===== src/rtl/dfs_pkg.sv =====
`timescale 1ns/1ps
package dfs_pkg;
  localparam int SAMPLE_W = 12;
  localparam int WORD_W   = 16;
  localparam int SLOT_W   = 6;
  localparam int SLOTS    = 40;

  // slot boundaries of the fixed schedule
  localparam logic [SLOT_W-1:0] A_FIRST   = 6'd2;
  localparam logic [SLOT_W-1:0] A_LAST    = 6'd17;
  localparam logic [SLOT_W-1:0] B_FIRST   = 6'd22;
  localparam logic [SLOT_W-1:0] B_LAST    = 6'd37;
  localparam logic [SLOT_W-1:0] POST_SLOT = 6'd38;
  localparam logic [SLOT_W-1:0] LAST_SLOT = 6'(SLOTS - 1);

  typedef enum logic [2:0] {
    PH_PRE, PH_SHA, PH_GAP, PH_SHB, PH_POST, PH_LOAD
  } phase_e;

  function automatic phase_e phase_of(input logic [SLOT_W-1:0] s);
    if (s < A_FIRST)        return PH_PRE;
    else if (s <= A_LAST)   return PH_SHA;
    else if (s < B_FIRST)   return PH_GAP;
    else if (s <= B_LAST)   return PH_SHB;
    else if (s == POST_SLOT) return PH_POST;
    else                    return PH_LOAD;
  endfunction

  // command word: channel, unused 0, gain 1x, output enabled, sample
  function automatic logic [WORD_W-1:0] dac_word(input logic ch_b,
                                                 input logic [SAMPLE_W-1:0] s);
    return {ch_b, 1'b0, 1'b1, 1'b1, s};
  endfunction
endpackage


===== src/rtl/dfs_tick.sv =====
`timescale 1ns/1ps
module dfs_tick #(
  parameter int HALF_DIV = 4
) (
  input  logic clk,
  input  logic rst,
  output logic tick
);
  localparam int CW = (HALF_DIV > 1) ? $clog2(HALF_DIV) : 1;
  localparam logic [CW-1:0] TOP = CW'(HALF_DIV - 1);

  logic [CW-1:0] cnt;

  assign tick = (cnt == TOP);

  always_ff @(posedge clk) begin
    if (rst)       cnt <= '0;
    else if (tick) cnt <= '0;
    else           cnt <= cnt + 1'b1;
  end

  // enables are spaced at least two clocks apart
  p_tick_gap_r9: assert property (@(posedge clk) disable iff (rst)
    tick |=> !tick);
endmodule


===== src/rtl/dfs_sched.sv =====
`timescale 1ns/1ps
module dfs_sched
  import dfs_pkg::*;
(
  input  logic   clk,
  input  logic   rst,
  input  logic   tick,
  output phase_e phase,
  output logic   half,
  output logic   ld_a,
  output logic   ld_b,
  output logic   sh,
  output logic   wrap
);
  logic [SLOT_W-1:0] slot;
  logic [SLOT_W-1:0] nslot;
  logic              bnd;

  assign nslot = (slot == LAST_SLOT) ? '0 : slot + 1'b1;
  assign bnd   = tick && half;
  assign phase = phase_of(slot);

  // named slot-boundary events
  assign ld_a = bnd && (nslot == A_FIRST);
  assign ld_b = bnd && (nslot == B_FIRST);
  assign sh   = bnd && (((nslot > A_FIRST) && (nslot <= A_LAST)) ||
                        ((nslot > B_FIRST) && (nslot <= B_LAST)));
  assign wrap = bnd && (slot == LAST_SLOT);

  always_ff @(posedge clk) begin
    if (rst) begin
      slot <= '0;
      half <= 1'b0;
    end else if (tick) begin
      half <= ~half;
      if (half) slot <= nslot;
    end
  end

  p_slot_bound_r1: assert property (@(posedge clk) disable iff (rst)
    slot <= LAST_SLOT);
  p_wrap_from_load_r1: assert property (@(posedge clk) disable iff (rst)
    wrap |-> (phase == PH_LOAD));
  p_load_not_shift_r4: assert property (@(posedge clk) disable iff (rst)
    !((ld_a || ld_b) && sh));
endmodule


===== src/rtl/dfs_shift.sv =====
`timescale 1ns/1ps
module dfs_shift #(
  parameter int W = 16
) (
  input  logic         clk,
  input  logic         rst,
  input  logic         load,
  input  logic         shift,
  input  logic [W-1:0] din,
  output logic         msb
);
  logic [W-1:0] q;

  assign msb = q[W-1];

  always_ff @(posedge clk) begin
    if (rst)        q <= '0;
    else if (load)  q <= din;
    else if (shift) q <= {q[W-2:0], 1'b0};
  end
endmodule


===== src/rtl/dac_frame_seq.sv =====
`timescale 1ns/1ps
module dac_frame_seq
  import dfs_pkg::*;
#(
  parameter int HALF_DIV = 4
) (
  input  logic                clk,
  input  logic                rst,
  input  logic [SAMPLE_W-1:0] samp_a,
  input  logic [SAMPLE_W-1:0] samp_b,
  output logic                sck,
  output logic                mosi,
  output logic                cs_n,
  output logic                ldac_n,
  output logic                frame_done
);
  localparam int LW = $clog2(2 * HALF_DIV + 2);

  logic          tick;
  phase_e        phase;
  logic          half;
  logic          ld_a, ld_b, sh, wrap;
  logic          start_q, done_q;
  logic [SAMPLE_W-1:0] cap_a, cap_b;
  logic [WORD_W-1:0]   word_in;
  logic          sr_msb;
  logic          cs_low;

  dfs_tick #(.HALF_DIV(HALF_DIV)) u_tick (
    .clk (clk), .rst (rst), .tick (tick)
  );

  dfs_sched u_sched (
    .clk (clk), .rst (rst), .tick (tick), .phase (phase), .half (half),
    .ld_a (ld_a), .ld_b (ld_b), .sh (sh), .wrap (wrap)
  );

  // frame-start flag: first cycle after reset, and the cycle after a wrap
  always_ff @(posedge clk) begin
    if (rst) begin
      start_q <= 1'b1;
      done_q  <= 1'b0;
    end else begin
      start_q <= wrap;
      done_q  <= wrap;
    end
  end

  always_ff @(posedge clk) begin
    if (rst) begin
      cap_a <= '0;
      cap_b <= '0;
    end else if (start_q) begin
      cap_a <= samp_a;
      cap_b <= samp_b;
    end
  end

  assign word_in = ld_b ? dac_word(1'b1, cap_b) : dac_word(1'b0, cap_a);

  dfs_shift #(.W(WORD_W)) u_shift (
    .clk (clk), .rst (rst), .load (ld_a || ld_b), .shift (sh),
    .din (word_in), .msb (sr_msb)
  );

  assign cs_low     = (phase == PH_SHA) || (phase == PH_SHB);
  assign cs_n       = !cs_low;
  assign sck        = cs_low && half;
  assign mosi       = cs_low ? sr_msb : 1'b0;
  assign ldac_n     = (phase != PH_LOAD);
  assign frame_done = done_q;

  // checker-side count of strobe width
  logic [LW-1:0] ldac_cnt;
  always_ff @(posedge clk) begin
    if (rst)         ldac_cnt <= '0;
    else if (ldac_n) ldac_cnt <= '0;
    else             ldac_cnt <= ldac_cnt + 1'b1;
  end

  p_ldac_cs_high_r6: assert property (@(posedge clk) disable iff (rst)
    !ldac_n |-> cs_n);
  p_ldac_width_r6: assert property (@(posedge clk) disable iff (rst)
    $rose(ldac_n) |-> (ldac_cnt == LW'(2 * HALF_DIV)));
  p_sck_idle_r3: assert property (@(posedge clk) disable iff (rst)
    cs_n |-> !sck);
  p_mosi_hold_r4: assert property (@(posedge clk) disable iff (rst)
    (sck && $past(sck)) |-> $stable(mosi));
  p_first_bit_channel_r5: assert property (@(posedge clk) disable iff (rst)
    $fell(cs_n) |-> (mosi == (phase == PH_SHB)));
  p_done_single_r1: assert property (@(posedge clk) disable iff (rst)
    frame_done |=> !frame_done);
endmodule


===== config.mk =====
export PLATFORM = sky130hd
export DESIGN_NAME = dac_frame_seq
export DESIGN_NICKNAME = d
export VERILOG_FILES = /design/src/rtl/dfs_pkg.sv /design/src/rtl/dfs_tick.sv /design/src/rtl/dfs_sched.sv /design/src/rtl/dfs_shift.sv /design/src/rtl/dac_frame_seq.sv
export SDC_FILE = /design/constraint.sdc
export NUM_CORES = 1
export LEC_CHECK = 0
export ABC_AREA = 1
export BUFFER_PORTS_ARGS = -buffer_cell sky130_fd_sc_hd__buf_2
export CORE_ASPECT_RATIO = 1.75
export CORE_MARGIN = 1.5
export CORE_UTILIZATION = 55
export CTS_CLUSTER_SIZE = 28
export DETAILED_ROUTE_END_ITERATION = 8
export GPL_ROUTABILITY_DRIVEN = 0
export HOLD_SLACK_MARGIN = 0.08
export PLACE_DENSITY = 0.88
export SYNTH_ARGS = -nofsm -noshare
export SYNTH_HDL_FRONTEND = slang
export SYNTH_SLANG_ARGS = --single-unit

===== constraint.sdc =====
create_clock -name clk -period 2.75 [get_ports clk]
set_input_delay 0.55 -clock clk [delete_from_list [all_inputs] [get_ports clk]]
set_output_delay 0.55 -clock clk [all_outputs]
set_load 0.05 [all_outputs]

==> results.cfg, run 1 <==
[setup_path]
worst-path-buf-inv = 3
crit_path_max_incr_delay_ps = 400
arrival_ps = 2120
cp-end-kind = output pin
start_kind = flip-flop
critical-path-top-delay-family = simple AND/OR/NAND/NOR gates
cpMaxStageDelayCell = dfxtp_4
cp_max_fo = 7
crit_type = reg2out
worst-endpoint-required_ps = 2200
crit_chain = inv_2, ha_2, inv_2, nand2_2, a221oi_4, nand3_2, nand2_1, nand2_1, nand3b_1, buf_4

[timing]
tightest_slew_ps = 669
skew_ps = 16.3
finalMaxSlewViolations = 0
finalHoldViolCount = 0
slew_headroom_pct = 55.4
finalSetupViolCount = 0
max_freq_ghz = 0.374
timing.final.crit_share_pct = 97.2
setup_ws_ps = 77.2
timing.final.crit_period_ps = 2670

[final_layout]
nNetsFinal = 443
design_area_um2 = 2940
antenna-diode-count = 0
multi_input_area_um2 = 1430
layout-drive-gt1-share_pct = 18.6
regArea_um2 = 1030
fill_cells = 428
area_delta_synth_final_pct = 11.4

[power_and_ir_drop]
switching_power_mw = 0.323
vdd_drop_max_v = 0.000357
total_power_mw = 1.31
switching_share_pct = 24.7
pwr-share-seq_pct = 59.7
p_per_area_nw_per_um2 = 446
p_int_mw = 0.986
combPwrFrac_pct = 7.2
p_leak_nw = 1.32
power.share.clock_pct = 33.1

[global_routing]
antenna_found_initial = 0
gr-total-overflow = 0
grt_first_pass_wirelength_mm = 10.3
grt_usage_pct = 24.3
grt_max_degree = 42
grt_pass1_vias = 2459

[synth]
syn_nets = 419
ys_seq_area_share_pct = 38.7
yosysTopAreaCellShare_pct = 38.7
ys_ff_latch = 51
yosys.area.top_type = dfxtp_1
syn-cell-area_um2 = 2640
synth-async-reset-ratio_pct = 0
ys_warn_count = 0
synth-edff-count = 0
synth_top_cells_by_area = dfxtp_1 (39%), nand2_1 (13%), nor2_1 (12%), o21ai_0 (4.9%), nand3_1 (4.7%)
synth_cells = 388
ys.flop_type = dfxtp_1
synth_common_cells = nand2_1 (92), nor2_1 (83), dfxtp_1 (51)
synth_cell_types = 33
synth_area_per_cell_um2 = 6.79
synth.most_common_cell = nand2_1

[floorplanning]
fp.dieH_um = 94.6
die_w_um = 55.3
core_um2 = 4670
dieArea_um2 = 5230
rows = 33
start_util_pct = 56.5
num_io_pins = 31

[drt]
drc = 0
drt-pass1-iter-count = 4
drtIter0Drc = 128
viasPerCell = 5.47
drtAntennaViolNets = 0
wl_per_cell_um = 13.1
routed_wirelength_mm = 6.08
vias = 2544

[clock_network]
path_clk_slew_ps = 100
cts_hold_buf = 0
cts-root-buf = clkbuf_8
cts_buffers = 5
cts_buffer_depth = 2
cts_num_sinks = 51
clk_latency_ps = 310
tritoncts = done
cts_htree_levels = 2

[placement]
place_ws_ps = 90.8
post_dp_cell_area_um2 = 2780
port_buffers = 30
post-dp-hpwl_mm = 4.27

[worst_hold_path]
hold_class = reg2reg

[run_status]
outcome = completed

[run]
drv_cap = 0
## power groups by stage
stage / sequential, mW / combinational [mW] / clock, mW
3_5_place_dp: 0.799 / 0.0942 / 0
4_1_cts: 0.782 / 0.0944 / 0.441
6_report: 0.781 / 0.0943 / 0.434
2_1_floorplan: 0.796 / 0.0613 / 0
5_1_grt: 0.785 / 0.110 / 0.478
3_3_place_gp: 0.799 / 0.0911 / 0
## metrics by stage
| stage | setup TNS (ps) | utilization (%) | hold slack [ps] | cells |
|---|---|---|---|---|
| 2_1_floorplan | -186 | - | 400 | 388 |
| 3_3_place_gp | 0 | 59.7 | 414 | 456 |
| 3_5_place_dp | 0 | 59.7 | 422 | 456 |
| 4_1_cts | 0 | 61.8 | 435 | 464 |
| 5_1_grt | -140 | 62.9 | 461 | 465 |
| 6_report | 0 | 62.9 | 432 | 465 |
## cell families after synthesis
group,synth area share [%]
AND/OR/NAND/NOR,40.8
AO/OA/AOI/OAI,9.69
buffers and inverters,8.07
adder cells (fa/ha/maj),2.37
XOR/XNOR,0.332
flip-flops,38.7
## worst register-to-register path, cell delays in order (launching register included)
cell and delay (ps):
dfxtp_4 400, ha_1 320, nand3_1 110, nand2_1 80, nand2_1 140, inv_1 130
nand3_1 100, nor2_2 120, nand3_1 140, nand2_4 210, inv_2 110, nand2_4 210
nand2_1 90, nand2_1 70, nor2_1 50
## cell usage in the layout, fill, tap and decap left out, types with 2 or more instances in the layout
master    instances
nand3_1          24
nor2_1           83
o21ai_1           4
ha_1              4
o22ai_1           5
nand2_2           2
inv_2             7
dfxtp_1          48
buf_6             2
buf_2            27
nand3_4           2
clkbuf_8          5
inv_1            22
nor2_2            4
a21oi_1           6
a31oi_1           2
o21ai_0          26
nor2_4            2
dfxtp_4           2
nand2_1          91
clkinv_2          2
nand3_2           5
buf_4             7
nand2_4           4
nand4_1          14
## worst paths after layout
path	from	endpoint	slack, ps	cells past startpoint
worst max-delay path	u_sched.slot[0]	cs_n	80	10
worst min-delay path	u_tick.cnt[0]	u_tick.cnt[0]	430	1
worst max register to register	u_sched.slot[0]	u_shift.q[3]	370	14
worst min register to register	u_tick.cnt[0]	u_tick.cnt[0]	430	1
## metal layers
| layer | vias up | global-route usage [%] | routed length [µm] |
|---|---|---|---|
| met1 | 1167 | 23.8 | 2180 |
| li1 | 1292 | - | - |
| met3 | 21 | 3.42 | 220 |
| met5 | - | 0 | 0 |
| met2 | 64 | 46.9 | 3430 |
| met4 | 0 | 15.2 | 252 |
## registers in the layout, summed over array words and instances, names as in the netlist
name	flops
u_shift.q	16
cap_a	12
frame_done	1
u_sched.half	1
u_tick.cnt	2
u_sched.slot	6
cap_b	12
start_q	1
## layout make-up
class | count | area share (%)
flip-flops and latches | 51 | 35.1
clock inverters | 3 | 0.639
repair buffers | 36 | 7.16
multi-input cells | 289 | 48.8
clock buffers | 5 | 2.34
well taps | 52 | 2.22
inverters | 29 | 3.71
## timing repair
action	CTS	global route
setup buffers	0	1
pin swaps	0	2
endpoints found under the setup margin	4	3
resized for setup	5	16
cloned	0	0
Power figures use the tool's default switching activity.
==> run 2: changes to the inputs <==
Settings changed: CORE_UTILIZATION 55 to 49, PLACE_DENSITY 0.88 to 0.81.
==> run 2 against run 1 <==
Die area up 12%. Clock-buffer cell count up 1. Clock skew down 9.5 ps. Final area down 0.72%. Combinational power down 3.6%. Non-clock buffer count up 1. Core utilization down 7.0 points. Setup slack better by 48 ps. Register-to-register slack worse by 70 ps. Sequential share of layout area up 0.17 points. Routed wire length down 0.69%. Critical endpoint is now sck. Highest routed layer unchanged.
==> results.cfg, run 2 (same netlist as run 1, synthesis figures left out) <==
[setup_path]
crit_type = reg2out
setup.worst_path.start = u_sched.slot[0]
r2r_end = u_shift.q[8]
crit_chain = inv_1, ha_1, inv_1, nand2_1, a221oi_2, nand3_1, nand2_1, nand2_1, nand3b_1, nor2_1, buf_4
cp-end-kind = output pin
cpMaxStageDelayCell = dfxtp_2
worst-endpoint-required_ps = 2200
crit_path_max_incr_delay_ps = 340
crit_end = sck
cp.depth = 11
cp_max_fo = 4
start_kind = flip-flop
r2r_slack_ps = 300
cpMostUsedCell = nand2_1
r2r_start = u_sched.slot[0]
critical-path-top-delay-family = simple AND/OR/NAND/NOR gates
worst-path-buf-inv = 3
reg2reg_depth = 15
arrival_ps = 2080

[floorplanning]
num_io_pins = 31
dieArea_um2 = 5840
die_w_um = 58.4
fp.dieH_um = 100
start_util_pct = 50.6
core_um2 = 5210
rows = 35

[clock_network]
cts_buffers = 5
tritoncts = done
cts_htree_levels = 2
cts-root-buf = clkbuf_8
path_clk_slew_ps = 90
clk_latency_ps = 300
cts_buffer_depth = 2
cts_hold_buf = 0
cts_num_sinks = 51

[timing]
finalMaxSlewViolations = 0
timing.final.crit_period_ps = 2630
slew_headroom_pct = 53.0
hold-worst-slack_ps = 430
max_freq_ghz = 0.381
finalSetupViolCount = 0
rsz0062_at_grt = false
finalHoldViolCount = 0
skew_ps = 6.74
setup_ws_ps = 125
timing.final.crit_share_pct = 95.5
tightest_slew_ps = 704

[global_routing]
grt_max_degree = 26
grt_pass1_vias = 2550
grt_usage_pct = 23.1
gr-total-overflow = 0
grt_first_pass_wirelength_mm = 10.7
antenna_found_initial = 0

[drt]
drc = 0
wl_per_cell_um = 12.9
drtAntennaViolNets = 0
drtIter0Drc = 196
routed_wirelength_mm = 6.04
viasPerCell = 5.43
drt-pass1-iter-count = 4
vias = 2543

[power_and_ir_drop]
p_leak_nw = 1.32
vdd_drop_max_v = 0.000374
total_power_mw = 1.31
p_per_area_nw_per_um2 = 451

[worst_hold_path]
hold_depth = 1
min-delay-start = u_tick.cnt[0]
hold_class = reg2reg

[run_status]
outcome = completed

[placement]
port_buffers = 30
post_dp_cell_area_um2 = 2800
post-dp-hpwl_mm = 4.31
place_ws_ps = 189

[final_layout]
regMostFlops = u_shift.q
antenna-diode-count = 0
final_util_pct = 55.9
design_area_um2 = 2910
nNetsFinal = 444
largest_reg_flops = 16
layout-drive-gt1-share_pct = 16.9
final_cell_mix = nand2_1 (92), nor2_1 (83), dfxtp_1 (48)
final_common_cell = nand2_1
area_delta_synth_final_pct = 10.6
largestRegisters = u_shift.q: 16 flops, cap_a: 12 flops, cap_b: 12 flops

[run]
drv_cap = 0
-- run 2: metrics by stage --
step,setup TNS (ps),std cells
2_1_floorplan,-186,388
3_3_place_gp,0,460
3_5_place_dp,0,460
4_1_cts,0,467
5_1_grt,0,468
6_report,0,468
-- run 2: worst min path at each step --
| stage | to | slack, ps |
|---|---|---|
| final | u_tick.cnt[0] | 430 |
| after global placement | u_tick.cnt[0] | 410 |
| after detailed placement | u_tick.cnt[0] | 420 |
| after CTS | u_tick.cnt[0] | 440 |
| after global routing | u_tick.cnt[0] | 460 |
| after floorplan | u_tick.cnt[0] | 400 |
-- run 2: repair_timing --
action / in CTS / in global routing
buffers inserted: 0 / 1
endpoints found under the setup margin: 3 / 5
cloned: 0 / 0
pin swaps: 0 / 2
gates resized for setup: 3 / 8
endpoints found under the hold margin: 0 / 0
-- run 2: layout make-up --
class	instances	area, µm²
Clock buffer	6	82.6
Clock inverter	1	5.00
Fill cell	508	2300
Inverter	29	109
Multi-Input combinational cell	289	1410
Sequential cell	51	1030
Tap cell	55	68.8
Timing Repair Buffer	37	214
-- run 2: per-layer routing --
| layer | vias up | global-route usage [%] | share of wire [%] |
|---|---|---|---|
| met5 | - | 0 | 0 |
| met4 | 0 | 13.2 | 3.7 |
| met3 | 18 | 3.22 | 3.6 |
| met2 | 69 | 42.0 | 53 |
| met1 | 1164 | 24.4 | 40 |
| li1 | 1292 | - | - |
-- run 2: where the power goes --
| part | internal (mW) | switching [mW] |
|---|---|---|
| sequential | 0.767 | 0.0191 |
| combinational | 0.0396 | 0.0513 |
| clock | 0.198 | 0.238 |
| total | 1.00 | 0.309 |
==> run 3: changes to the inputs <==
==> constraint.sdc (replaced) <==
create_clock -name clk -period 2.75 [get_ports clk]
set_input_delay 0.1375 -clock clk [delete_from_list [all_inputs] [get_ports clk]]
set_output_delay 0.1375 -clock clk [all_outputs]
set_load 0.05 [all_outputs]
==> run 3 against run 2 <==
Register-to-register slack barely moved. Final cell count up 4.5%. Sequential share of layout area fell by 2.6 points. Clock skew rose by 4.1 ps. Routed wire length rose by 7.5%. Critical path type unchanged. Largest cell class unchanged.
==> results.cfg, run 3 (same netlist as run 1, synthesis figures left out) <==
[timing]
finalHoldViolCount = 0
fin_tns_setup_ps = 0
finalSetupViolCount = 0
timing.final.crit_share_pct = 92.5
tightest_slew_ps = 701
slew_headroom_pct = 53.2
setup_ws_ps = 206
finalMaxSlewViolations = 0
max_freq_ghz = 0.393
skew_ps = 10.9
hold-worst-slack_ps = 166
rsz0062_at_grt = false
timing.final.crit_period_ps = 2540

[floorplanning]
rows = 35
start_util_pct = 50.6
die_w_um = 58.4
dieArea_um2 = 5840
core_um2 = 5210
fp.dieH_um = 100
num_io_pins = 31

[clock_network]
post_cts_buffers = 0
path_clk_slew_ps = 90
cts_buffer_depth = 2
cts_buffers = 5
cts-root-buf = clkbuf_8
tritoncts = done
cts_num_sinks = 51
clk_latency_ps = 320
cts_htree_levels = 2

[global_routing]
grt_usage_pct = 24.7
grt_pass1_vias = 2500
gr-total-overflow = 0
grt_first_pass_wirelength_mm = 11.0
grt_max_degree = 26
antenna_found_initial = 0

[setup_path]
worst-endpoint-required_ps = 2610
arrival_ps = 2410
cp-end-kind = output pin
start_kind = flip-flop
crit_type = reg2out
cp_max_fo = 6

[drt]
vias = 2620
drc = 0
drtAntennaViolNets = 0
wl_per_cell_um = 13.3
drt-pass1-iter-count = 5
viasPerCell = 5.36
routed_wirelength_mm = 6.49
drtIter0Drc = 131

[final_layout]
layout-drive-gt1-share_pct = 14.7
nNetsFinal = 465
final_common_cell = nand2_1
area_delta_synth_final_pct = 18.8
layout.cells.non_filler = 489
largest_reg_flops = 16
regMostFlops = u_shift.q
final_cell_mix = nand2_1 (92), nor2_1 (83), dfxtp_1 (50)
antenna-diode-count = 0
largestRegisters = u_shift.q: 16 flops, cap_a: 12 flops, cap_b: 12 flops

[power_and_ir_drop]
p_per_area_nw_per_um2 = 453
vdd_drop_max_v = 0.000357
p_leak_nw = 1.40
total_power_mw = 1.42

[run]
drv_cap = 0

[run_status]
outcome = completed

[placement]
post-dp-hpwl_mm = 4.43
dp_cells = 458
port_buffers = 30
place_ws_ps = 266

[worst_hold_path]
hold_class = in2reg
[run 3: cell count changes in the layout (fill, tap and decap cells not counted), sizes merged]
cell	delta
buf	-4
clkinv	-1
dlygate4sd3	+24
clkbuf	+1
bufinv	+1
[run 3: metrics by stage]
| stage | area (µm²) | utilization, % |
|---|---|---|
| after floorplan | 2640 | - |
| after global placement | 2780 | 53.3 |
| after detailed placement | 2780 | 53.3 |
| after CTS | 3120 | 59.9 |
| after global routing | 3130 | 60.0 |
| final | 3130 | 60.0 |
[run 3: power by group]
group	total, mW	switching (mW)	internal [mW]
Sequential	0.783	0.0150	0.768
Clock	0.510	0.243	0.267
Combinational	0.125	0.0633	0.0619
[run 3: routing by layer]
layer	track usage, %	part of all wire [%]
met1	26.0	38
met5	0	0
met2	44.7	54
met4	14.0	4.0
met3	3.87	3.1
[run 3: what timing repair did]
item | CTS | global route
endpoints found under the hold margin | 27 | 0
hold buffers | 24 | 0
gates resized for setup | 0 | 3
endpoints found under the setup margin | 0 | 14
[run 3: area by class of cell]
cell class,count,area [µm²]
clock buffers,6,72.6
clock inverters,1,30.0
fillers,459,2080
inverters,29,109
multi-input cells,289,1400
flip-flops and latches,51,1020
well taps,55,68.8
repair buffers,58,423
[run 3: worst max-delay path, cell delays in order, from the launching register on]
cell      delay (ps)
dfxtp_1          440
inv_1            130
ha_1             240
inv_1             80
nand2_1           70
a221oi_1         400
nand3_1          160
nand2_1           90
nand2_1           50
nand3b_1         160
clkbuf_4         270
[run 3: path summary, 6_finish.rpt]
path                                      start       endpoint  slack [ps]  cells past startpoint
worst max-delay path            u_sched.slot[1]           cs_n         210                     10
worst min-delay path                  samp_a[0]       cap_a[0]         170                      3
worst min register to register    u_tick.cnt[0]  u_tick.cnt[0]         430                      1
worst max register to register  u_sched.slot[1]   u_shift.q[9]         300                     13
